File: config.mk
export PLATFORM = sky130hd
export DESIGN_NAME = pgm_suspend_ctrl
export DESIGN_NICKNAME = d
export VERILOG_FILES = /design/src/rtl/pgm_suspend_ctrl.sv
export SDC_FILE = /design/constraint.sdc
export NUM_CORES = 1
export LEC_CHECK = 0
export ABC_AREA = 1
export BUFFER_PORTS_ARGS = -buffer_cell sky130_fd_sc_hd__buf_4
export CAP_MARGIN = 20
export CELL_PAD_IN_SITES_DETAIL_PLACEMENT = 0
export CELL_PAD_IN_SITES_GLOBAL_PLACEMENT = 2
export CORE_MARGIN = 3
export CORE_UTILIZATION = 20
export DETAILED_ROUTE_END_ITERATION = 8
export MAX_ROUTING_LAYER = met4
export PLACE_DENSITY = 0.82
export SKIP_CTS_REPAIR_TIMING = 1
export SLEW_MARGIN = 10
export SYNTH_ARGS = -nofsm -noshare
export SYNTH_HDL_FRONTEND = slang
export SYNTH_SLANG_ARGS = --single-unit
File: constraint.sdc
create_clock -name clk -period 1.3 [get_ports clk]
set_input_delay 0.195 -clock clk [delete_from_list [all_inputs] [get_ports clk]]
set_output_delay 0.195 -clock clk [all_outputs]
set_load 0.02 [all_outputs]
File: src/rtl/pgm_suspend_ctrl.sv
module pgm_suspend_ctrl #(
  parameter int BLK_W = 15,
  parameter int CMD_W = 8,
  parameter logic [CMD_W-1:0] C_SUSPEND = 8'hB0,
  parameter logic [CMD_W-1:0] C_RESUME  = 8'h30,
  parameter logic [CMD_W-1:0] C_ASEL    = 8'h90,
  parameter logic [CMD_W-1:0] C_EXT     = 8'h88,
  parameter logic [CMD_W-1:0] C_RDRST   = 8'hF0
) (
  input  logic             clk,
  input  logic             rst_n,
  input  logic             cmd_valid,
  input  logic [CMD_W-1:0] cmd_code,
  input  logic             dev_reset,
  input  logic             pgm_start,
  input  logic [BLK_W-1:0] pgm_blk,
  input  logic             pgm_done,
  input  logic             erase_susp,
  input  logic [BLK_W-1:0] erase_blk,
  input  logic [BLK_W-1:0] rd_blk,
  output logic [2:0]       mode,
  output logic             pgm_en,
  output logic             rd_ok,
  output logic             rd_asel,
  output logic             rd_ext,
  output logic             reprog
);
  localparam logic [2:0] M_IDLE = 3'd0, M_RUN = 3'd1, M_SUSP = 3'd2,
                         M_ASEL = 3'd3, M_EXT = 3'd4;

  logic [2:0]       mode_q, mode_d;
  logic [BLK_W-1:0] blk_q;
  logic             reprog_q;
  logic             start_ok, held;

  assign start_ok = (mode_q == M_IDLE) && pgm_start && !dev_reset;
  assign held     = (mode_q == M_SUSP) || (mode_q == M_ASEL) || (mode_q == M_EXT);

  always_comb begin
    mode_d = mode_q;
    if (dev_reset) mode_d = M_IDLE;
    else case (mode_q)
      M_IDLE: if (pgm_start) mode_d = M_RUN;
      M_RUN: begin
        if (pgm_done) mode_d = M_IDLE;
        else if (cmd_valid && cmd_code == C_SUSPEND) mode_d = M_SUSP;
      end
      M_SUSP: if (cmd_valid) begin
        if (cmd_code == C_RESUME)    mode_d = M_RUN;
        else if (cmd_code == C_ASEL) mode_d = M_ASEL;
        else if (cmd_code == C_EXT)  mode_d = M_EXT;
      end
      M_ASEL, M_EXT: if (cmd_valid && cmd_code == C_RDRST) mode_d = M_SUSP;
      default: mode_d = M_IDLE;
    endcase
  end

  always_ff @(posedge clk) begin
    if (!rst_n) begin
      mode_q   <= M_IDLE;
      blk_q    <= '0;
      reprog_q <= 1'b0;
    end else begin
      mode_q <= mode_d;
      if (start_ok) blk_q <= pgm_blk;
      if (dev_reset && mode_q != M_IDLE) reprog_q <= 1'b1;
      else if (start_ok) reprog_q <= 1'b0;
    end
  end

  assign mode    = mode_q;
  assign pgm_en  = (mode_q == M_RUN);
  assign rd_asel = (mode_q == M_ASEL);
  assign rd_ext  = (mode_q == M_EXT);
  assign reprog  = reprog_q;
  assign rd_ok   = (mode_q != M_RUN) && !(held && rd_blk == blk_q)
                   && !(erase_susp && rd_blk == erase_blk);

  // done wins over a same-cycle suspend
  p_done_prio_r1: assert property (@(posedge clk) disable iff (!rst_n)
    (mode_q == M_RUN && pgm_done && !dev_reset) |=> (mode_q == M_IDLE));
  // suspend ignored while idle
  p_susp_idle_r2: assert property (@(posedge clk) disable iff (!rst_n)
    (mode_q == M_IDLE && !pgm_start && cmd_valid && cmd_code == C_SUSPEND) |=> (mode_q == M_IDLE));
  // resume restarts programming
  p_resume_r3: assert property (@(posedge clk) disable iff (!rst_n)
    (mode_q == M_SUSP && cmd_valid && cmd_code == C_RESUME && !dev_reset) |=> pgm_en);
  // extra resume while running changes nothing
  p_resume_ign_r4: assert property (@(posedge clk) disable iff (!rst_n)
    (mode_q == M_RUN && !pgm_done && !dev_reset && cmd_valid && cmd_code == C_RESUME) |=> (mode_q == M_RUN));
  // leaving auto-select lands in suspended
  p_asel_back_r6: assert property (@(posedge clk) disable iff (!rst_n)
    (mode_q == M_ASEL && !dev_reset && cmd_valid && cmd_code == C_RDRST) |=> (mode_q == M_SUSP));
  // suspended block never readable
  p_rd_block_r8: assert property (@(posedge clk) disable iff (!rst_n)
    (held && rd_blk == blk_q) |-> !rd_ok);
  // reset abort sets the flag
  p_abort_r9: assert property (@(posedge clk) disable iff (!rst_n)
    (dev_reset && mode_q != M_IDLE) |=> (mode_q == M_IDLE && reprog_q));
endmodule

==> flow_metrics.py <==
metrics = {
    "synth": {
        "synthTopCellsByCount": "58 x nor2_1, 49 x nand2_1, 32 x inv_1",
        "synthFlopType": "dfxtp_1",
        "synth-edff-count": 0,
        "syn_avg_cell_area_um2": 5.90,
        "yosysTopAreaCellShare_pct": 27.3,
        "seq_area_frac_synth_pct": 27.3,
        "yosysMostFrequentCell": "nor2_1",
        "ys_types": 25,
        "netlist_area_um2": 1390,
        "synthArstFlopShare_pct": 0,
        "ys_warn_count": 0,
        "synth_nets": 296,
        "synth_cells": 236,
        "synth_top_cell_by_area": "dfxtp_1",
        "ys_top_cells_by_area": "dfxtp_1 27%, nor2_1 16%, nand2_1 13%",
        "ys_seq_elements": 19,
    },
    "final_layout": {
        "diodes": 0,
        "drive_gt1_share_pct": 42.2,
        "fin_cells": 397,
        "final_net_count": 381,
        "fillCellCount": 726,
        "area_growth_pct": 71.6,
    },
    "routing": {
        "vias_per_cell": 4.23,
        "num_vias": 1681,
        "avgRoutedWirePerCell_um": 11.8,
        "drc": 0,
        "drtIter0Drc": 33,
        "dr.pass1.iters": 4,
        "antenna_left": 0,
        "wl_um": 4680,
    },
    "timing": {
        "maxSlewViolCount": 0,
        "fin_skew_ps": 0.526,
        "setup_ws_ps": -253,
        "finalCriticalPeriod_ps": 1550,
        "finalHoldViolCount": 0,
        "rsz0062_at_grt": "yes",
        "period_share_pct": 119,
        "clock.fmax_mhz": 644,
        "worst-slew-pin-transition_ps": 266,
        "slew_headroom_pct": 82.1,
        "finalSetupViolCount": 20,
    },
    "setup_path": {
        "required_ps": 1110,
        "path_max_fanout": 2,
        "end_kind": "primary output",
        "crit_type": "reg -> out",
        "critPathLaunchType": "register",
        "arrival_ps": 1360,
    },
    "cts": {
        "cts_max_path_buffers": 2,
        "cts_tree": "built",
        "cts_buffers": 3,
        "cts-htree-levels": 1,
        "cts_root_buf": "clkbuf_8",
        "clk_pin_slew_ps": 70,
        "clk_latency_ps": 250,
        "cts.sinks": 19,
    },
    "grt": {
        "grt_pass1_wl_um": 6710,
        "antenna_found_initial": 0,
        "grt_max_degree": 17,
        "grt_pass1_vias": 1518,
        "grt.overflow.total": 0,
        "grt_use_total_pct": 10.9,
    },
    "floorplan": {
        "rows": 29,
        "core_area_um2": 6530,
        "die_w_um": 89.4,
        "io_pins": 68,
        "die-height_um": 89.4,
        "start_util_pct": 21.3,
        "die_area_um2": 7990,
    },
    "worst_hold_path": {
        "holdCritPathClass": "in -> reg",
    },
    "place": {
        "placed_cells": 383,
        "gp_congestion": 0.834,
        "dp_slack_ps": -61.5,
        "dp_hpwl_um": 3760,
        "io_buffers": 67,
    },
    "power": {
        "power_density_nw_per_um2": 945,
        "peakVddDrop_mv": 0.371,
        "p_leak_nw": 1.19,
    },
    "status": {
        "violations": "setup timing",
        "outcome": "finished, violations left",
    },
    "flow_run": {
        "max_cap_violations": 0,
    },
}
[worst max-delay path: stages, from the launching register on]
cell	delay (ps)
dfxtp_2	330
xor2_1	150
nor3_1	180
nand3_1	110
nor2_1	120
nor2_1	60
buf_4	150
[worst paths after layout]
| kind | endpoint | slack (ps) | startpoint | cells after the start |
|---|---|---|---|---|
| worst max-delay path | rd_ok | -250 | blk_q[13]$_SDFFE_PN0P_ | 6 |
| worst min-delay path | blk_q[10]$_SDFFE_PN0P_ | 170 | pgm_blk[10] | 3 |
| worst max register to register | mode[1]$_SDFFE_PP0P_ | -80 | mode[0]$_SDFFE_PP0P_ | 10 |
| worst min register to register | blk_q[5]$_SDFFE_PN0P_ | 480 | blk_q[5]$_SDFFE_PN0P_ | 2 |
[metal layers]
layer | GRT usage, % | share of wire, %
met5 | - | 0
met4 | 2.44 | 0.77
met3 | 1.11 | 3.2
met2 | 16.8 | 48
met1 | 15.4 | 48
[kinds of logic after synthesis]
family	after synthesis	synth area share [%]
AOI/OAI and AO/OA	38	14.6
DFF	19	27.3
xor gates and xnor gates	14	8.81
buffers and inverters	38	10.9
and+or+nand+nor	127	38.4
[metrics by stage]
stage	cell area (um2)	total power [W]	utilization [%]	TNS, ps	hold WS (ps)
floorplan	1400	0.00123	-	0	331
global placement	2040	0.00161	31.2	-174	444
detailed placement	2040	0.00161	31.2	-189	452
CTS	2090	0.00202	32.0	-840	184
global route	2390	0.00243	36.6	-2580	164
finish	2390	0.00226	36.6	-888	167
[area by class of cell]
type	instances	area (um2)	area share [%]
multi-input cells	179	1000	42.0
repair buffers	82	679	28.5
flip-flops and latches	19	398	16.7
inverters	35	149	6.24
well taps	77	96.3	4.04
clock buffers	3	41.3	1.73
repair inverters	1	16.3	0.681
clock inverters	1	5.00	0.210
[flip-flops by register name, indices dropped and copies added, names as in the netlist]
register	count
reprog	1
mode	3
blk_q	15
[cells in the final DEF, fill, tap and decap left out, types with 5 or more instances in the layout]
cell type	count
a21oi_1	5
buf_4	72
buf_6	7
dfxtp_1	9
dfxtp_2	8
inv_1	31
nand2_1	48
nor2_1	55
o21ai_0	9
o21ai_2	15
o22ai_1	5
xor2_1	7
[report_power, final]
part           total, W  internal (W)  leakage (nW)  switching, W
clock          0.000405      0.000213        0.0255      0.000192
sequential     0.000745      0.000670         0.161     0.0000749
combinational   0.00111      0.000550          1.01      0.000557
(Power assumes the default switching activity.)
